<file path="config.mk">
export PLATFORM = sky130hd
export DESIGN_NAME = calendar_clock
export DESIGN_NICKNAME = d
export VERILOG_FILES = /design/src/rtl/calendar_clock.sv
export SDC_FILE = /design/constraint.sdc
export NUM_CORES = 1
export LEC_CHECK = 0
export ABC_CLOCK_PERIOD_IN_PS = 3300
export CORE_MARGIN = 3
export CORE_UTILIZATION = 53
export DETAILED_ROUTE_END_ITERATION = 12
export PLACE_DENSITY = 0.89
export SYNTH_ARGS = -nofsm -noshare
export SYNTH_HDL_FRONTEND = slang
export SYNTH_SLANG_ARGS = --single-unit
export TNS_END_PERCENT = 50
</file>
<file path="constraint.sdc">
create_clock -name clk -period 3.3 [get_ports clk]
set_input_delay 0.33 -clock clk [delete_from_list [all_inputs] [get_ports clk]]
set_output_delay 0.33 -clock clk [all_outputs]
set_load 0.02 [all_outputs]
</file>
<file path="src/rtl/calendar_clock.sv">
module calendar_clock #(
  parameter int COMMIT_CYCLES = 2
) (
  input  logic        clk,
  input  logic        rst_n,
  input  logic        tick,
  input  logic        bus_wr,
  input  logic [1:0]  bus_addr,
  input  logic [31:0] bus_wdata,
  output logic [31:0] bus_rdata
);
  localparam int CW = $clog2(COMMIT_CYCLES + 1);
  localparam logic [1:0] A_CTRL = 2'd0;
  localparam logic [1:0] A_TIME = 2'd1;
  localparam logic [1:0] A_DATE = 2'd2;

  logic [5:0] sec, min;
  logic [4:0] hr, day;
  logic [3:0] mon;
  logic [5:0] yr;
  logic       leap;

  logic          t_busy, d_busy;
  logic [CW-1:0] t_cnt, d_cnt;
  logic [16:0]   t_pend;
  logic [15:0]   d_pend;
  logic          unused_wbits;

  function automatic logic [4:0] month_len(input logic [3:0] m, input logic lp);
    case (m)
      4'd2:                       month_len = lp ? 5'd29 : 5'd28;
      4'd4, 4'd6, 4'd9, 4'd11:    month_len = 5'd30;
      default:                    month_len = 5'd31;
    endcase
  endfunction

  wire wr_time  = bus_wr && bus_addr == A_TIME && !t_busy;
  wire wr_date  = bus_wr && bus_addr == A_DATE && !d_busy;
  wire t_commit = t_busy && t_cnt == CW'(1);
  wire d_commit = d_busy && d_cnt == CW'(1);

  wire sec_top  = sec == 6'd59;
  wire min_top  = min == 6'd59;
  wire hr_top   = hr == 5'd23;
  wire day_top  = day >= month_len(mon, leap);
  wire mon_top  = mon >= 4'd12;

  wire step_t   = tick && !t_commit;
  wire c_min    = step_t && sec_top;
  wire c_hr     = c_min && min_top;
  wire c_day    = c_hr && hr_top && !d_commit;
  wire c_mon    = c_day && day_top;
  wire c_yr     = c_mon && mon_top;

  assign unused_wbits = ^{bus_wdata[31:23], bus_wdata[15:14], bus_wdata[7:6]};

  always_ff @(posedge clk or negedge rst_n) begin
    if (!rst_n) begin
      t_busy <= 1'b0;
      t_cnt  <= '0;
      t_pend <= '0;
    end else if (wr_time) begin
      t_busy <= 1'b1;
      t_cnt  <= CW'(COMMIT_CYCLES);
      t_pend <= {bus_wdata[20:16], bus_wdata[13:8], bus_wdata[5:0]};
    end else if (t_busy) begin
      t_cnt <= t_cnt - CW'(1);
      if (t_commit) t_busy <= 1'b0;
    end
  end

  always_ff @(posedge clk or negedge rst_n) begin
    if (!rst_n) begin
      d_busy <= 1'b0;
      d_cnt  <= '0;
      d_pend <= '0;
    end else if (wr_date) begin
      d_busy <= 1'b1;
      d_cnt  <= CW'(COMMIT_CYCLES);
      d_pend <= {bus_wdata[22:16], bus_wdata[11:8], bus_wdata[4:0]};
    end else if (d_busy) begin
      d_cnt <= d_cnt - CW'(1);
      if (d_commit) d_busy <= 1'b0;
    end
  end

  always_ff @(posedge clk or negedge rst_n) begin
    if (!rst_n) begin
      sec <= '0;
      min <= '0;
      hr  <= '0;
    end else if (t_commit) begin
      {hr, min, sec} <= t_pend;
    end else if (step_t) begin
      sec <= sec_top ? 6'd0 : sec + 6'd1;
      if (c_min) min <= min_top ? 6'd0 : min + 6'd1;
      if (c_hr)  hr  <= hr_top ? 5'd0 : hr + 5'd1;
    end
  end

  always_ff @(posedge clk or negedge rst_n) begin
    if (!rst_n) begin
      day  <= 5'd1;
      mon  <= 4'd1;
      yr   <= '0;
      leap <= 1'b0;
    end else if (d_commit) begin
      {leap, yr, mon, day} <= d_pend;
    end else if (c_day) begin
      day <= day_top ? 5'd1 : day + 5'd1;
      if (c_mon) mon <= mon_top ? 4'd1 : mon + 4'd1;
      if (c_yr)  yr  <= yr + 6'd1;
    end
  end

  always_comb begin
    case (bus_addr)
      A_CTRL:  bus_rdata = {23'b0, t_busy, d_busy, 7'b0};
      A_TIME:  bus_rdata = {11'b0, hr, 2'b0, min, 2'b0, sec};
      A_DATE:  bus_rdata = {9'b0, leap, yr, 4'b0, mon, 3'b0, day};
      default: bus_rdata = '0;
    endcase
  end
endmodule

</file>
# Yosys cells after proc, flatten, opt, wreduce, memory -nomap -nowiden
# Cells that the tools add are included.
# word_totals
ramBits	0
mem_bits_ro	0
mem_count	0
regBits	72
latch_bits	0
output_inout_bits	32
word_cells	100
# op_classes
n_addsub	8
n_bitwise	0
div	0
mul	0
order_cmp	2
eq_ne	12
reduce_logical	31
muxes	34
shift	0
# ops
operator	n
23-bit case mux with 3 select lines	1
6-bit two-way mux	10
5-bit two-way mux	7
6-bit by 1-bit adder with 6-bit output (second input constant)	3
4-bit two-way mux	4
2-bit nonzero test	8
1-bit logical AND	13
6-bit == test (second input constant)	2
5-bit by 1-bit adder with 5-bit output (second input constant)	2
4-bit by 3-bit == test with 1-bit output (second input constant)	2
4-bit == test (second input constant)	2
2-bit two-way mux	4
2-bit AND reduction	4
1-bit two-way mux	7
2-bit by 1-bit == test with 1-bit output (second input constant)	3
5-bit == test (second input constant)	1
5-bit >= comparator	1
4-bit by 1-bit adder with 4-bit output (second input constant)	1
4-bit by 2-bit == test with 1-bit output (second input constant)	1
4-bit >= comparator (second input constant)	1
1-bit zero test	4
2-bit case mux with 2 select lines	1
4-bit OR reduction	1
2-bit by 1-bit subtractor with 2-bit output (second input constant)	2
2 further kinds	2

# Logic depth before layout (Yosys ltp)
# depth
depth_word	13
depth_mapped	12

# Least setup slack after synthesis
# Ideal clock, no wire load.
# synth_path
path_type	register to register
startpoint	reg mon[0]
endpoint	reg mon[3]
path_buffers	1
synth_period_minus_slack_ps	2481
stages_incl_launch_ff	12
required_time_ps	3179
arrival_time_ps	2360
setup_slack_ps	819
path_cell_list	dfstp_2 > inv_1 > ha_1 > a221o_1 > nand2_1 > ha_1 > nand2b_1 > a21o_1 > nand4_1 > clkbuf_1 > o21ai_0 > o22a_1
# synth_via
elab_chain_len	7
# synth_lines
item	line	source
start: declaration	19	logic [3:0] mon;
start signal: assignment	108	{leap, yr, mon, day} <= d_pend;
start signal: assignment	111	if (c_mon) mon <= mon_top ? 4'd1 : mon + 4'd1;
4-bit by 3-bit == test with 1-bit output or 4-bit == test (tied branches)	30	case (m)
4-bit OR reduction	30	
2-bit case mux with 2 select lines	30	
5-bit >= comparator	45	wire day_top = day >= month_len(mon, leap);
1-bit logical AND	52	wire c_mon = c_day && day_top;
2-bit nonzero test (no source line)	n/a	
2-bit AND reduction (no source line)	n/a	
# Parallel ways exist; a longest one is shown, timed or not. The select of a mux whose other input is x is not followed.
# A chain may end at the register's enable or synchronous reset.

# Worst setup path after layout
# layout_path
startpoint	reg mon[0]
endpoint	reg yr[5]
# layout_via
elab_chain_len	8
# layout_lines
item	line	source
4-bit by 3-bit == test with 1-bit output or 4-bit == test (tied branches)	30	
4-bit OR reduction	30	
2-bit case mux with 2 select lines	30	
5-bit >= comparator	45	
1-bit logical AND	52	
1-bit logical AND (*)	53	wire c_yr = c_mon && mon_top;
2-bit nonzero test (no source line) (*)	n/a	
2-bit AND reduction (no source line) (*)	n/a	
end signal: assignment	108	
end signal: assignment	112	if (c_yr) yr <= yr + 6'd1;
end: declaration	20	logic [5:0] yr;
# Every way passes the cells marked *; elsewhere a longest branch is shown, timed or not.

==> impl.org <==
** Setup path
- In this design, the stage delay of the slowest critical-path cell is 0.60 ns.
- Along the worst path, the maximum fanout reaches 10.
- Among cell families on the critical path, the largest total delay comes from simple AND/OR/NAND/NOR gates.
- STA classifies the critical path startpoint as a flop.
- CP Data Arrival Time :: 3.13 ns
- The worst register-to-register path has a setup slack of ~0.45 ns.
- R2r worst-path depth :: 10
- Counting buffers and inverters, the worst setup path is 10 cells deep.
- Together, buffers and inverters on the worst path number 1.
- The critical path starts at mon[0]$_DFFE_PN1P_.
- The most critical setup path has its endpoint at yr[5]$_DFFE_PN0P_.
- Reg-to-Reg End :: yr[5]$_DFFE_PN0P_
- Worst Path Required :: 3.58 ns
- Kind of end point of the critical path :: flop
- The critical path is of the flop to flop type.
- Max stage delay cell, worst path :: sky130_fd_sc_hd__or4_1
- Most Frequent Cell on Critical Path :: sky130_fd_sc_hd__ha_1
- The worst register-to-register path begins at mon[0]$_DFFE_PN1P_.
- Critical-path cell list :: inv_1, ha_1, a221o_1, nand2_1, ha_1, nand2b_1, a21o_1, nand4_1, or4_1, a31oi_1

** Pwr
- Static leakage power :: 1.93 nW
- The share of total power dissipated in sequential elements is 46.9%.
- Net switching is 39.1% of the power.
- Power density relative to cell area :: 832 nW/um^2
- Sw power :: 1.48 mW
- Clock share of power :: 17.0%
- Power after layout :: 3.79 mW
- Combinational group share of total power :: between 30% and 40%
- Design internal power :: between 2 and 2.5 mW
- IR analysis of the VDD net gives a maximum drop of 424 uV.

** Drt
- Using the TritonRoute via totals, the vias-per-cell ratio works out to between 6 and 7.
- Count of vias placed by the detailed router :: 3,198
- The pre-antenna-repair detailed-routing pass consisted of 6 iterations.
- Wire length reported by the detailed router :: 9130 um
- After detailed routing, the average wire length per cell comes to 17.2 um.
- For this block, the initial DRC count from the detailed router was 220.
- Count of antenna-violating nets left after detailed routing :: 0
- In the routed design, unresolved DRC markers number 0.

** Timing
- Setup Viol. Count Final :: 0
- Setup repair after global routing left no endpoint under its margin.
- Worst Hold Slack :: 0.168 ns
- Worst clock skew :: approximately 0.013 ns
- Slew Limit Fails :: 0
- Relative max-transition margin :: 39.6%
- Timing would allow up to around 0.35 GHz.
- At the pin with the least slew margin, the transition time is between 0.9 and 1 ns.
- Post-layout min period :: approximately 2.9 ns
- For the final routed database, the setup TNS stands at 0 ns.
- The number of hold-slack violations in the final timing report was 0.
- Share of the cycle needed by the critical path after routing :: 86.5%

** Synthesis
- In the post-synthesis netlist, the biggest area contributors are sky130_fd_sc_hd__dfrtp_1 45%, sky130_fd_sc_hd__mux2_2 9.5%, sky130_fd_sc_hd__ha_1 4.2%.
- Summed instance area of the synthesized netlist :: 3910 um^2
- Cell type contributing the most total cell area after synthesis :: sky130_fd_sc_hd__dfrtp_1
- Most frequent cell after synthesis :: sky130_fd_sc_hd__dfrtp_1
- Post-synth top flop :: sky130_fd_sc_hd__dfrtp_1
- For this run, asynchronously set or reset flops after synthesis account for 100%.
- Synthesis produced roughly 390 cells.
- Part of the Yosys area used for sequential elements :: 46.2%
- Area share of the leading cell type in the synthesized netlist :: around 45%
- Commonest cells in the netlist :: 70 x sky130_fd_sc_hd__dfrtp_1, 38 x sky130_fd_sc_hd__nand2_1, 33 x sky130_fd_sc_hd__mux2_2
- Dividing the synthesized area by the synthesized cell count gives 10.1 um^2.
- Yosys mapped the design onto 50 distinct sky130hd cell types.
- Number of flip-flops and latches in the synthesized netlist :: 72
- Synth warnings :: 0
- The synthesized design contains 0 enable-type register cells.

** Final layout
- Seq. cell area :: ~1800 um^2
- Area growth syn-to-layout :: 16.6%
- Non-filler cells in the finished layout :: 531
- 0 antenna diodes ended up in the layout.
- The post-route netlist has 15.6% of its cells at a drive strength greater than 1.
- Area occupied by multi-input gates :: 1920 um^2
- At the end of the flow, the number of nets in the layout was 481.
- Number of fill cells :: 565
- The finished cells cover 4560 um^2.

** GRT
- Largest net degree at the start of global routing :: 73
- The first global-routing pass estimated 15,100 um of wire.
- The number of antenna violations at the first check in global routing came to 0.
- For this run, the total global-route usage over all layers was measured as 22.7%.
- Congestion Overflow GR :: 0
- Via count of the first global-routing pass :: 3,120

** Clock network
- TritonCTS built the clock tree.
- Number of clock sinks seen by CTS :: 72
- The cell sitting at the root of the clock tree is a sky130_fd_sc_hd__clkbuf_8.
- Hold buffer count at cts :: 0
- In this run, post-CTS repair resized a total of 0 instances.
- Setup bufs post-CTS :: 0
- Clock latency on the worst-skew pair, taken at its later pin, is 0.35 ns.
- Htree depth :: 3
- After clock tree synthesis, the clock-pin slew on the worst setup and hold paths is 0.08 ns.
- Counting the buffers created by CTS gives 9.
- Counting along the longest clock path gives a buffer depth of 2.

** Status
- The run finished with clean final reports.

** Floorplanning
- The die is 91.9 um wide.
- Die Ht :: 91.9 um
- The die covers 8440 um^2.
- The initialized floorplan defines 30 standard-cell rows.
- Ports :: 70
- Area of the core region :: 6980 um^2
- Once the floorplan was initialized, standard cells occupied between 50 and 60% of the core.

** Place
- DP HPWL :: 6550 um
- Cell Count Post-Placement :: just over 500
- Buffers on Ports :: 44
- Area after DPL :: 4380 um^2
- Routability Congestion :: 0.850

** Hold path
- In this run the worst hold path is classified as primary input to async pin.

** Run
- Max-cap viol count :: 0
-- kinds of logic after synthesis --
| family | after synthesis | synth area share, % |
|---|---|---|
| AND/OR/NAND/NOR | 130 | 17.2 |
| AO/OA/AOI/OAI | 91 | 15.5 |
| flip-flops | 72 | 46.2 |
| buffers and inverters | 40 | 5.70 |
| multiplexers | 38 | 10.8 |
| adder cells (fa/ha/maj) | 13 | 4.16 |
| XOR/XNOR | 2 | 0.448 |
| other | 1 | 0.0960 |
-- area by class of cell --
cell class	instances	share of cell area (%)
multi-input combinational	286	42.2
sequential	72	39.6
timing repair buffer	52	10.9
clock buffer	10	3.02
tap	96	2.64
clock inverter	6	0.961
inverter	9	0.741
-- cell usage in the layout (no fill, tap or decap), types with 6 or more instances in the layout --
| cell | synthesis | layout |
|---|---|---|
| sky130_fd_sc_hd__dfrtp_1 | 70 | 70 |
| sky130_fd_sc_hd__clkdlybuf4s50_1 | 0 | 43 |
| sky130_fd_sc_hd__nand2_1 | 38 | 38 |
| sky130_fd_sc_hd__mux2_2 | 33 | 33 |
| sky130_fd_sc_hd__o21ai_0 | 28 | 28 |
| sky130_fd_sc_hd__nor2_1 | 26 | 26 |
| sky130_fd_sc_hd__a21oi_1 | 14 | 14 |
| sky130_fd_sc_hd__nand3_1 | 14 | 14 |
| sky130_fd_sc_hd__a22o_1 | 13 | 13 |
| sky130_fd_sc_hd__ha_1 | 13 | 13 |
| sky130_fd_sc_hd__conb_1 | 1 | 12 |
| sky130_fd_sc_hd__nor3_1 | 10 | 10 |
| sky130_fd_sc_hd__a31oi_1 | 10 | 10 |
| sky130_fd_sc_hd__clkbuf_8 | 0 | 10 |
| sky130_fd_sc_hd__inv_1 | 9 | 9 |
| sky130_fd_sc_hd__buf_4 | 12 | 8 |
| sky130_fd_sc_hd__and2_1 | 6 | 6 |
-- power by group through the flow --
stage                     clock [mW]  sequential (mW)  combinational (mW)
after floorplan                    0             1.59                1.09
after global placement             0             1.74                1.28
after detailed placement           0             1.79                1.37
after CTS                      0.657             1.77                1.37
after global routing           0.695             1.84                1.53
final                          0.645             1.78                1.37
-- sequential cells by signal, summed over array words and instances, names as in the netlist --
signal  flops
hr          5
t_pend     17
mon         4
leap        1
t_cnt       2
d_pend     16
d_cnt       2
sec         6
min         6
t_busy      1
yr          6
d_busy      1
day         5
-- routing by layer --
metal / global-route usage (%) / up-vias / routed length [um]
met5: 0 / - / 0
met4: 9.65 / 0 / 238
met3: 4.51 / 20 / 677
met2: 38.3 / 154 / 4560
met1: 28.4 / 1565 / 3650
li1: - / 1459 / -
-- through the flow --
stage / setup WS (ns) / util [%]
floorplan: 0.819 / -
global placement: 0.562 / 62.7
detailed placement: 0.464 / 62.7
CTS: 0.443 / 65.3
global route: 0.228 / 65.3
finish: 0.446 / 65.3
-- how the worst min path moves through the flow --
stage / end / slack [ns] / depth (start not counted) / startpoint
finish: leap$_DFFE_PN0P_ / 0.17 / 2 / rst_n
global route: leap$_DFFE_PN0P_ / 0.26 / 2 / rst_n
CTS: d_pend[14]$_DFFE_PN0P_ / 0.21 / 2 / rst_n
detailed placement: leap$_DFFE_PN0P_ / 0.46 / 2 / d_pend[15]$_DFFE_PN0P_
global placement: leap$_DFFE_PN0P_ / 0.44 / 2 / d_pend[15]$_DFFE_PN0P_
floorplan: d_busy$_DFF_PN0_ / 0.03 / 0 / rst_n
Power figures use the tool's default switching activity.
